==> config.mk <==
export PLATFORM = sky130hd
export DESIGN_NAME = rtc_offset_corrector
export DESIGN_NICKNAME = d
export VERILOG_FILES = /design/src/rtl/rtc_ofs_pkg.sv /design/src/rtl/rtc_ofs_slot.sv /design/src/rtl/rtc_ofs_fsm.sv /design/src/rtl/rtc_ofs_pulse.sv /design/src/rtl/rtc_offset_corrector.sv
export SDC_FILE = /design/constraint.sdc
export NUM_CORES = 1
export LEC_CHECK = 0
export CAP_MARGIN = 20
export CORE_UTILIZATION = 33
export DETAILED_ROUTE_END_ITERATION = 7
export SLEW_MARGIN = 30
export SYNTH_ARGS = -nofsm -noshare
export SYNTH_HDL_FRONTEND = slang
export SYNTH_HIERARCHICAL = 1
export SYNTH_SLANG_ARGS = --single-unit
==> constraint.sdc <==
create_clock -name clk -period 2 [get_ports clk]
set_input_delay 0.2 -clock clk [delete_from_list [all_inputs] [get_ports clk]]
set_output_delay 0.2 -clock clk [all_outputs]
set_load 0.005 [all_outputs]
==> src/rtl/rtc_ofs_pkg.sv <==
package rtc_ofs_pkg;

    // time position widths (binary counters)
    localparam int SEC_W    = 6;
    localparam int MIN_W    = 6;
    localparam int HR_W     = 5;
    // last second of a minute; fast scheme packs leftovers here
    localparam int LAST_SEC = 59;
    // fast-scheme burst period in minutes is 2**GRP_LOG2
    localparam int GRP_LOG2 = 2;

    typedef enum logic [1:0] {
        ST_IDLE  = 2'd0,
        ST_ARMED = 2'd1,
        ST_FIRE  = 2'd2,
        ST_DRAIN = 2'd3
    } corr_state_e;

endpackage

==> src/rtl/rtc_ofs_slot.sv <==
module rtc_ofs_slot
    import rtc_ofs_pkg::*;
#(
    parameter int OFS_W = 7
) (
    input  logic             sec_start_i,
    input  logic [SEC_W-1:0] sec_i,
    input  logic [MIN_W-1:0] min_i,
    input  logic [HR_W-1:0]  hour_i,
    input  logic             mode_i,
    input  logic             mode_lat_i,
    input  logic [OFS_W-1:0] offset_i,
    output logic             burst_start_o,
    output logic             slot_o,
    output logic             slot_last_o
);

    localparam logic [MIN_W-1:0] GRP_MASK = MIN_W'((1 << GRP_LOG2) - 1);

    logic top_of_minute;
    logic group_minute;
    logic even_hour_top;

    always_comb begin
        top_of_minute = (sec_i == '0);
        group_minute  = ((min_i & GRP_MASK) == '0);
        even_hour_top = (min_i == '0) && ((hour_i & HR_W'(1)) == '0);
        burst_start_o = sec_start_i && top_of_minute && (offset_i != '0)
                        && (mode_i ? group_minute : even_hour_top);
        slot_o        = sec_start_i && (mode_lat_i || top_of_minute);
        slot_last_o   = mode_lat_i && (sec_i == SEC_W'(LAST_SEC));
    end

endmodule

==> src/rtl/rtc_ofs_fsm.sv <==
module rtc_ofs_fsm
    import rtc_ofs_pkg::*;
#(
    parameter int OFS_W = 7
) (
    input  logic             clk,
    input  logic             rst_n,
    input  logic             tick_i,
    input  logic             burst_start_i,
    input  logic             slot_i,
    input  logic             slot_last_i,
    input  logic [OFS_W-1:0] offset_i,
    input  logic             mode_i,
    output logic             emit_o,
    output logic             dir_add_o,
    output logic             mode_lat_o
);

    corr_state_e      state_q, state_d;
    logic [OFS_W-1:0] rem_q, rem_d, mag;
    logic             dir_q, dir_d;
    logic             mode_q, mode_d;

    // magnitude of the two's-complement offset (-min fits unsigned)
    always_comb mag = offset_i[OFS_W-1] ? (~offset_i + 1'b1) : offset_i;

    always_comb begin
        state_d = state_q;
        rem_d   = rem_q;
        dir_d   = dir_q;
        mode_d  = mode_q;
        unique case (state_q)
            ST_IDLE: begin
                if (burst_start_i) begin
                    state_d = ST_FIRE;
                    rem_d   = mag;
                    dir_d   = !offset_i[OFS_W-1];
                    mode_d  = mode_i;
                end
            end
            ST_ARMED: begin
                if (slot_i) begin
                    state_d = slot_last_i ? ST_DRAIN : ST_FIRE;
                end
            end
            ST_FIRE, ST_DRAIN: begin
                if (tick_i) begin
                    rem_d = rem_q - 1'b1;
                    if (rem_q == OFS_W'(1)) begin
                        state_d = ST_IDLE;
                    end else if (state_q == ST_FIRE) begin
                        state_d = ST_ARMED;
                    end
                end
            end
            default: state_d = ST_IDLE;
        endcase
    end

    always_ff @(posedge clk or negedge rst_n) begin
        if (!rst_n) begin
            state_q <= ST_IDLE;
            rem_q   <= '0;
            dir_q   <= 1'b0;
            mode_q  <= 1'b0;
        end else begin
            state_q <= state_d;
            rem_q   <= rem_d;
            dir_q   <= dir_d;
            mode_q  <= mode_d;
        end
    end

    always_comb begin
        emit_o     = tick_i && ((state_q == ST_FIRE) || (state_q == ST_DRAIN));
        dir_add_o  = dir_q;
        mode_lat_o = mode_q;
    end


    busy_count_chk: assert property (@(posedge clk) disable iff (!rst_n)
        (state_q != ST_IDLE) |-> (rem_q != '0));


    countdown_chk: assert property (@(posedge clk) disable iff (!rst_n)
        emit_o |=> (rem_q == OFS_W'($past(rem_q) - 1'b1)));


    latch_hold_chk: assert property (@(posedge clk) disable iff (!rst_n)
        (state_q != ST_IDLE && $past(state_q) != ST_IDLE)
            |-> ($stable(dir_q) && $stable(mode_q)));

endmodule

==> src/rtl/rtc_ofs_pulse.sv <==
module rtc_ofs_pulse #(
    parameter int HOLD_TICKS = 16,
    parameter int HOLD_W     = 5
) (
    input  logic clk,
    input  logic rst_n,
    input  logic tick_i,
    input  logic emit_i,
    input  logic dir_add_i,
    input  logic mode_lat_i,
    input  logic irq_en_i,
    output logic add_req_o,
    output logic skip_req_o,
    output logic corr_irq_o
);

    logic              add_q, skip_q, strobe_q;
    logic [HOLD_W-1:0] hold_q;

    always_ff @(posedge clk or negedge rst_n) begin
        if (!rst_n) begin
            add_q    <= 1'b0;
            skip_q   <= 1'b0;
            strobe_q <= 1'b0;
            hold_q   <= '0;
        end else begin
            add_q    <= emit_i && dir_add_i;
            skip_q   <= emit_i && !dir_add_i;
            strobe_q <= emit_i && irq_en_i && mode_lat_i;
            if (emit_i && irq_en_i && !mode_lat_i) begin
                hold_q <= HOLD_W'(HOLD_TICKS);
            end else if (tick_i && hold_q != '0) begin
                hold_q <= hold_q - 1'b1;
            end
        end
    end

    always_comb begin
        add_req_o  = add_q;
        skip_req_o = skip_q;
        corr_irq_o = strobe_q || (hold_q != '0);
    end


    excl_req_chk: assert property (@(posedge clk) disable iff (!rst_n)
        !(add_req_o && skip_req_o));


    req_after_tick_chk: assert property (@(posedge clk) disable iff (!rst_n)
        (add_req_o || skip_req_o) |-> $past(tick_i));


    irq_start_chk: assert property (@(posedge clk) disable iff (!rst_n)
        $rose(corr_irq_o) |-> (add_req_o || skip_req_o));


    fast_irq_len_chk: assert property (@(posedge clk) disable iff (!rst_n)
        (strobe_q && !emit_i) |=> !strobe_q);

endmodule

==> src/rtl/rtc_offset_corrector.sv <==
module rtc_offset_corrector
    import rtc_ofs_pkg::*;
#(
    parameter int TICK_HZ = 1024,
    parameter int OFS_W   = 7
) (
    input  logic             clk,
    input  logic             rst_n,
    input  logic             tick_i,
    input  logic             sec_start_i,
    input  logic [SEC_W-1:0] sec_i,
    input  logic [MIN_W-1:0] min_i,
    input  logic [HR_W-1:0]  hour_i,
    input  logic [OFS_W-1:0] offset_i,
    input  logic             mode_i,
    input  logic             irq_en_i,
    output logic             add_req_o,
    output logic             skip_req_o,
    output logic             corr_irq_o
);

    // 1/64 s expressed in prescaler ticks, at least one
    localparam int HOLD_TICKS = (TICK_HZ / 64 > 0) ? TICK_HZ / 64 : 1;
    localparam int HOLD_W     = $clog2(HOLD_TICKS + 1);

    logic burst_start, slot, slot_last;
    logic emit, dir_add, mode_lat;

    rtc_ofs_slot #(.OFS_W(OFS_W)) u_slot (
        .sec_start_i   (sec_start_i),
        .sec_i         (sec_i),
        .min_i         (min_i),
        .hour_i        (hour_i),
        .mode_i        (mode_i),
        .mode_lat_i    (mode_lat),
        .offset_i      (offset_i),
        .burst_start_o (burst_start),
        .slot_o        (slot),
        .slot_last_o   (slot_last)
    );

    rtc_ofs_fsm #(.OFS_W(OFS_W)) u_fsm (
        .clk           (clk),
        .rst_n         (rst_n),
        .tick_i        (tick_i),
        .burst_start_i (burst_start),
        .slot_i        (slot),
        .slot_last_i   (slot_last),
        .offset_i      (offset_i),
        .mode_i        (mode_i),
        .emit_o        (emit),
        .dir_add_o     (dir_add),
        .mode_lat_o    (mode_lat)
    );

    rtc_ofs_pulse #(.HOLD_TICKS(HOLD_TICKS), .HOLD_W(HOLD_W)) u_pulse (
        .clk        (clk),
        .rst_n      (rst_n),
        .tick_i     (tick_i),
        .emit_i     (emit),
        .dir_add_i  (dir_add),
        .mode_lat_i (mode_lat),
        .irq_en_i   (irq_en_i),
        .add_req_o  (add_req_o),
        .skip_req_o (skip_req_o),
        .corr_irq_o (corr_irq_o)
    );


    irq_gate_chk: assert property (@(posedge clk) disable iff (!rst_n)
        ($past(!irq_en_i) && !irq_en_i && $fell(add_req_o || skip_req_o))
            |-> !corr_irq_o || $past(corr_irq_o));

endmodule

==> impl_metrics.yaml, run 1 <==
die:
  die_w_um: 64.0
  io_pins: 33
  die_area_um2: 4100
  core_um2: 3660
  start_util_pct: 34.7
  die_height_um: 64.0
  rows: 22
timing:
  fin_crit_sh_pct: 95.5
  max_slew.worst_pin.slew_ps: 429
  finalHoldViolations: 0
  drv_slew: 0
  fmax_mhz: 523
  setup_tns_ps: 0
  fin_skew_ps: 4.32
  finalSetupViolCount: 0
  post-route-min-period_ps: 1910
  maxSlewHeadroom_pct: 71.4
drt:
  vias_per_cell: 5.24
  drt_iter0_drc: 43
  drt_wl_total_um: 2940
  drc: 0
  antenna_left: 0
  drtPass1Iterations: 4
  avgRoutedWirePerCell_um: 12.4
  num_vias: 1243
clock_tree:
  numCtsBuffers: 3
  cts_tree: "yes"
  cts_setup_buffers: 0
  cts-hold-fix-buffers: 0
  clkTransAtPathRegs_ps: 70
  cts_max_level: 1
  cts-root-buf: "clkbuf_8"
  cts_buffer_depth: 2
  cts_sinks: 19
  clock_latency_ps: 250
worst_setup_path:
  cpLargestDelayFamily: "simple AND/OR/NAND/NOR gates"
  crit_top_cell: "nand2_1"
  path_cells: "clkdlybuf4s50_1 -> nor2_1 -> nand2_1 -> a2111oi_4 -> or3b_4 -> nand2b_4 -> nand2_1 -> a22o_1"
  end_kind: "flip-flop"
  critPathArrivalTime_ps: 2050
  path_class: "input pin to flip-flop"
  cpPeakStageDelay_ps: 480
  critPathLaunchType: "input pin"
  path_buf_inv: 1
  cpMaxStageDelayCell: "or3b_4"
  cp.required_ps: 2140
  crit_path_max_fanout: 6
logic_synthesis:
  yosysWarnings: 6
  synth-edff-count: 0
  synth.avg_cell_area_um2: 8.69
  async_flop_share_pct: 100
  ys_seq_area_share_pct: 37.5
  synth_seq_cells: 19
  syn_area_um2: 1270
  syn_inst: 146
  synth_cell_types: 48
  syn_nets: 180
  synth_ff_type: "dfrtp_1"
place:
  place_congestion: 0.922
  port_buffers: 28
  hpwlAfterDp_um: 2230
power:
  leakagePower_nw: 0.762
  peakVddDrop_v: 0.000333
  powerDensity_nw_per_um2: 921
global_routing:
  grt_pass1_vias: 1192
  grt_max_degree: 20
  grt_usage_pct: 15.8
  grt_antenna_before_repair: 0
  grt_pass1_wl_um: 5140
  grt_remaining_overflow: 0
final_layout:
  nets: 224
  synthToLayoutAreaGrowth_pct: 40.2
  drive_gt1_share_pct: 18.0
  fin_util_pct: 48.6
  antenna_cells: 0
worst_hold_path:
  worstHoldPathType: "input pin to async pin"
run:
  drv_cap: 0
status:
  status: "finished clean"
synth_stat cells, drive strengths merged, types with 4 or more instances:
cell     n  share of area [%]
a21oi    7                3.1
dfrtp   19                 37
ha       4                3.9
inv     10                3.0
nand2   15                4.6
nand2b   4                2.6
nand3   10                3.9
nor2    10                3.0
nor3     9                3.9
o21ai    9                3.8
o31ai    4                2.4
path summary, 6_finish.rpt:
check                                       start                  to  slack, ps  cells after the start
worst max-delay path                     sec_i[0]      u_fsm/rem_q[6]         90                      8
worst min-delay path                        rst_n  u_pulse/skip_req_o        280                      2
worst max register to register  u_pulse/hold_q[0]   u_pulse/hold_q[3]        280                      5
worst min register to register    u_fsm/dir_add_o  u_pulse/skip_req_o        440                      1
max in group asynchronous                   rst_n    u_fsm/state_q[0]       1510                      2
min in group clk                  u_fsm/dir_add_o  u_pulse/skip_req_o        440                      1
flip-flops by register name, summed over array words and instances, names as in the netlist:
signal	count
u_pulse/strobe_q	1
u_fsm/dir_add_o	1
u_pulse/skip_req_o	1
u_pulse/add_req_o	1
u_fsm/state_q	2
u_pulse/hold_q	5
u_fsm/mode_lat_o	1
u_fsm/rem_q	7
logic make-up (layout without fill, tap and decap cells):
group / Yosys count / in the layout / synth area share, %
simple gates: 66 / 67 / 29.1
compound gates: 34 / 34 / 18.6
flops: 19 / 19 / 37.5
buf+inv: 16 / 58 / 5.62
fa+ha+maj: 4 / 4 / 3.94
xor+xnor: 4 / 4 / 2.76
mux: 3 / 3 / 2.47
per-stage QoR:
stage                     power (mW)  cell area (um2)  worst slack, ps  instances  hold WS [ps]
after global placement          1.34             1700             -378        232           437
after CTS                       1.64             1770             36.4        237           294
after detailed placement        1.37             1700             -456        232           440
after global routing            1.77             1780            -28.0        237           305
after floorplan                 1.13             1270              133        146         -95.6
final                           1.64             1780             89.5        237           283
what timing repair did:
action,CTS,global route
endpoints found under the setup margin,8,2
gates cloned,1,0
pin swaps,4,5
gates resized for setup,5,4
cells in the final DEF, fill, tap and decap left out, drive strengths merged, types with 2 or more instances in the layout:
| master | netlist | layout |
|---|---|---|
| buf | 3 | 16 |
| and3 | 2 | 2 |
| and2 | 3 | 3 |
| clkdlybuf4s50 | 0 | 24 |
| nand2b | 4 | 4 |
| nand3 | 10 | 10 |
| a21oi | 7 | 7 |
| o21ai | 9 | 9 |
| nand3b | 3 | 3 |
| nor4 | 2 | 2 |
| clkbuf | 3 | 4 |
| inv | 10 | 10 |
| nor3 | 9 | 9 |
| nand4 | 2 | 2 |
| xnor2 | 3 | 3 |
| nand2 | 15 | 15 |
| o22ai | 2 | 2 |
| nor2 | 10 | 10 |
| o31ai | 4 | 4 |
| a21o | 2 | 2 |
| or3b | 1 | 2 |
| mux2i | 2 | 2 |
| a211oi | 3 | 3 |
| ha | 4 | 4 |
| dlymetal6s2s | 0 | 2 |
| dfrtp | 19 | 19 |
power breakdown:
group / switching [mW] / internal [mW]
Clock: 0.118 / 0.141
Sequential: 0.149 / 0.515
Combinational: 0.359 / 0.357
area by class of cell:
cell class                 instances  area, um2
clock buffer                       4       45.0
fill                             367       1880
inverter                          10       37.5
multi-input combinational        112        757
sequential                        19        475
tap                               48       60.1
timing repair buffer              44        404
per-layer routing:
layer	GRT usage, %	routed length, um	vias up
met3	2.68	198	6
met4	6.82	55	0
li1	-	-	613
met2	27.5	1400	52
met5	0	0	-
met1	18.8	1280	572
(Power assumes the default switching activity.)
==> run 2, diff against run 1 <==
--- a/config.mk
+++ b/config.mk
@@ -5,7 +5,7 @@
 export SDC_FILE = /design/constraint.sdc
 export NUM_CORES = 1
 export LEC_CHECK = 0
-export CAP_MARGIN = 20
+export CORE_ASPECT_RATIO = 1.75
 export CORE_UTILIZATION = 33
 export DETAILED_ROUTE_END_ITERATION = 7
 export SLEW_MARGIN = 30
==> impl_metrics.yaml, run 2 (same netlist as run 1, synthesis figures left out) <==
status:
  status: "finished clean"
worst_setup_path:
  reg2reg_slack_ps: 290
  critPathLaunchType: "input pin"
  cp.required_ps: 2160
  crit_path_max_fanout: 5
  end_kind: "flip-flop"
  rr_startpoint: "u_pulse/hold_q[0]"
  critPathArrivalTime_ps: 2030
  path_class: "input pin to flip-flop"
  reg2reg_to: "u_pulse/hold_q[1]"
  reg2reg_depth: 5
timing:
  maxSlewHeadroom_pct: 69.5
  fin_skew_ps: 1.77
  finalSetupViolCount: 0
  max_slew.worst_pin.slew_ps: 454
  drv_slew: 0
  fin_ws_ps: 122
  finalHoldViolations: 0
  fmax_mhz: 533
  post-route-min-period_ps: 1880
  fin_crit_sh_pct: 93.9
power:
  peakVddDrop_v: 0.000366
  powerDensity_nw_per_um2: 918
  leakagePower_nw: 0.812
  p_total_mw: 1.65
place:
  port_buffers: 28
  place_congestion: 0.765
  hpwlAfterDp_um: 2480
  dp_cells: 229
  dp_slack_ps: -378
drt:
  antenna_left: 0
  vias_per_cell: 5.37
  drtPass1Iterations: 6
  drt_iter0_drc: 21
  drt_wl_total_um: 3220
  drc: 0
  avgRoutedWirePerCell_um: 13.8
  num_vias: 1257
clock_tree:
  numCtsBuffers: 3
  cts-root-buf: "clkbuf_8"
  cts_tree: "yes"
  cts_sinks: 19
  cts_buffer_depth: 2
  clkTransAtPathRegs_ps: 70
  cts-hold-fix-buffers: 0
  cts_max_level: 1
  clock_latency_ps: 260
die:
  io_pins: 33
  start_util_pct: 34.6
  core_um2: 3660
  die_w_um: 48.9
  rows: 29
  die_height_um: 84.0
  die_area_um2: 4110
final_layout:
  seqCellArea_um2: 475
  antenna_cells: 0
  final_cell_mix: "clkdlybuf4s50_1 (20), dfrtp_1 (19), buf_4 (15)"
  synthToLayoutAreaGrowth_pct: 41.4
  drive_gt1_share_pct: 18.1
  multi_input_area_um2: 766
  reg_top3: "u_fsm/rem_q: 7 flops, u_pulse/hold_q: 5 flops, u_fsm/state_q: 2 flops"
  largest_reg_flops: 7
  regMostFlops: "u_fsm/rem_q"
  layout_commonest_cell: "clkdlybuf4s50_1"
  fin_util_pct: 49.0
  nets: 223
  num-fill-cells: 348
  layout.cells.non_filler: 234
global_routing:
  grt_pass1_wl_um: 5420
  grt_usage_pct: 16.8
  grt_max_degree: 20
  grt_pass1_vias: 1283
  grt_remaining_overflow: 0
  grt_antenna_before_repair: 0
run:
  drv_cap: 0
worst_hold_path:
  worstHoldPathType: "input pin to async pin"
run 2: worst max path at each step:
stage / to / from / slack (ps)
3_5_place_dp: u_fsm/rem_q[0] / sec_i[5] / -380
6_report: u_fsm/rem_q[0] / sec_i[5] / 120
2_1_floorplan: u_fsm/rem_q[1] / sec_i[5] / 130
3_3_place_gp: u_fsm/rem_q[6] / sec_i[5] / -370
4_1_cts: u_fsm/rem_q[1] / sec_i[5] / 8
5_1_grt: u_fsm/rem_q[3] / sec_i[5] / -10
run 2: layout make-up:
class	instances	area share [%]
well taps	46	3.21
repair buffers	43	23.0
flip-flops and latches	19	26.5
inverters	10	2.09
multi-input cells	112	42.7
clock buffers	4	2.51
run 2: through the flow:
stage	hold slack, ps	TNS, ps	area (um2)
after CTS	284	0	1770
after global routing	290	-14.1	1790
after global placement	425	-2960	1690
after floorplan	-95.6	0	1270
after detailed placement	435	-3090	1690
final	279	0	1790
run 2: timing repair:
action                                  CTS  global route
pin swaps                                 1             7
buffers inserted                          0             0
gates resized for setup                   4            10
gates cloned                              1             0
endpoints found under the setup margin    9             8
run 2: power by group:
part           leakage [nW]  internal (mW)  switching, mW  total, mW
registers             0.245          0.515          0.176      0.690
logic                 0.544          0.347          0.342      0.689
clock network        0.0228          0.142          0.125      0.267
run 2: critical path: stages:
cell and delay (ps):
dlymetal6s2s_1 140, nor4_2 290, nand2_1 140, a2111oi_4 380
or3b_4 480, nand2_2 90, o21ai_2 60, a221oi_2 240
run 2: layer usage:
| layer | GRT usage [%] | part of all wire, % | up-vias |
|---|---|---|---|
| met4 | 6.68 | 1.6 | 0 |
| met3 | 2.00 | 2.9 | 6 |
| li1 | - | - | 616 |
| met2 | 34.2 | 57 | 34 |
| met5 | 0 | 0 | - |
| met1 | 16.0 | 38 | 601 |
==> run 3, diff against run 2 <==
--- a/config.mk
+++ b/config.mk
@@ -8,6 +8,8 @@
 export CORE_ASPECT_RATIO = 1.75
 export CORE_UTILIZATION = 33
 export DETAILED_ROUTE_END_ITERATION = 7
+export PLACE_DENSITY_LB_ADDON = 0.08
+export SETUP_SLACK_MARGIN = 0.02
 export SLEW_MARGIN = 30
 export SYNTH_ARGS = -nofsm -noshare
 export SYNTH_HDL_FRONTEND = slang
==> impl_metrics.yaml, run 3 (same netlist as run 1, synthesis figures left out) <==
power:
  powerDensity_nw_per_um2: 920
  leakagePower_nw: 0.822
  peakVddDrop_v: 0.000365
  p_total_mw: 1.67
final_layout:
  nets: 226
  antenna_cells: 0
  seqCellArea_um2: 475
  reg_top3: "u_fsm/rem_q: 7 flops, u_pulse/hold_q: 5 flops, u_fsm/state_q: 2 flops"
  drive_gt1_share_pct: 20.4
  regMostFlops: "u_fsm/rem_q"
  fin_util_pct: 49.5
  multi_input_area_um2: 764
  final_cell_mix: "clkdlybuf4s50_1 (19), dfrtp_1 (19), buf_4 (17)"
  num-fill-cells: 358
  largest_reg_flops: 7
  synthToLayoutAreaGrowth_pct: 42.9
global_routing:
  grt_usage_pct: 17.5
  grt_antenna_before_repair: 0
  grt_pass1_wl_um: 5620
  grt_pass1_vias: 1323
  grt_remaining_overflow: 0
  grt_max_degree: 20
timing:
  fin_crit_sh_pct: 94.5
  fin_ws_ps: 110
  finalSetupViolCount: 0
  post-route-min-period_ps: 1890
  fmax_mhz: 529
  max_slew.worst_pin.slew_ps: 412
  setup_tns_ps: 0
  drv_slew: 0
  maxSlewHeadroom_pct: 72.3
  rsz0062_at_grt: "no"
  finalHoldViolations: 0
  fin_skew_ps: 1.14
drt:
  num_vias: 1258
  drt_wl_total_um: 3270
  drtPass1Iterations: 4
  antenna_left: 0
  vias_per_cell: 5.31
  avgRoutedWirePerCell_um: 13.8
  drt_iter0_drc: 12
  drc: 0
die:
  io_pins: 33
  core_um2: 3660
  start_util_pct: 34.6
  die_w_um: 48.9
  die_area_um2: 4110
  rows: 29
  die_height_um: 84.0
status:
  status: "finished clean"
worst_setup_path:
  end_kind: "flip-flop"
  path_cells: "clkdlybuf4s50_1 -> nor3_1 -> a21oi_1 -> a2111oi_4 -> or3b_4 -> nand2b_4 -> nand2_1 -> a22o_1"
  crit_path_max_fanout: 5
  cp.required_ps: 2150
  critPathArrivalTime_ps: 2040
  cpMaxStageDelayCell: "or3b_4"
  critPathLaunchType: "input pin"
  path_buf_inv: 1
  cpPeakStageDelay_ps: 480
  cpLargestDelayFamily: "simple AND/OR/NAND/NOR gates"
  path_class: "input pin to flip-flop"
worst_hold_path:
  worstHoldPathType: "input pin to async pin"
clock_tree:
  cts-root-buf: "clkbuf_8"
  cts_sinks: 19
  clkTransAtPathRegs_ps: 70
  cts_max_level: 1
  clock_latency_ps: 260
  cts_buffer_depth: 2
  cts-hold-fix-buffers: 0
  cts_tree: "yes"
  numCtsBuffers: 3
place:
  port_buffers: 28
  dp_slack_ps: -416
  place_congestion: 0.825
  hpwlAfterDp_um: 2600
run:
  drv_cap: 0
==> run 3: cell type report <==
class                           instances  share of cell area, %
Multi-Input combinational cell        112                   42.2
Sequential cell                        19                   26.2
Timing Repair Buffer                   46                   23.8
Tap cell                               46                   3.17
Clock buffer                            3                   2.28
Inverter                               10                   2.07
Clock inverter                          1                  0.276
==> run 3: power by group <==
group	leakage, nW	internal [mW]	switching, mW
registers	0.245	0.515	0.168
logic	0.552	0.360	0.355
clock network	0.0255	0.139	0.131
total	0.822	1.01	0.654
==> run 3: through the flow <==
step | instances | hold WS [ps] | instance area (um2)
2_1_floorplan | 146 | -95.6 | 1270
3_3_place_gp | 232 | 428 | 1710
3_5_place_dp | 232 | 445 | 1710
4_1_cts | 237 | 288 | 1780
5_1_grt | 237 | 306 | 1810
6_report | 237 | 275 | 1810
==> run 3: per-layer routing <==
metal  vias up  wire, um  global-route usage, %
met5         -         0                      0
li1        612         -                      -
met1       601      1150                   16.9
met2        38      1930                   35.6
met4         0        68                   7.22
met3         7       117                   1.82
==> run 3: timing repair <==
item	CTS	global route
pin swaps	3	6
endpoints found under the hold margin	0	0
buffers inserted	0	0
setup endpoints to repair	9	6
gates cloned	1	0
resized for setup	6	13
==> run 3: final timing paths <==
path | end | start | cells past startpoint | slack, ps
max | u_fsm/rem_q[6] | min_i[2] | 8 | 110
min | u_pulse/hold_q[3] | rst_n | 2 | 270
max in group asynchronous | u_fsm/rem_q[3] | rst_n | 2 | 1520
min reg2reg | u_pulse/skip_req_o | u_fsm/dir_add_o | 1 | 450
min in group clk | u_fsm/state_q[0] | sec_i[3] | 5 | 440
max reg2reg | u_pulse/hold_q[3] | u_pulse/hold_q[0] | 5 | 290
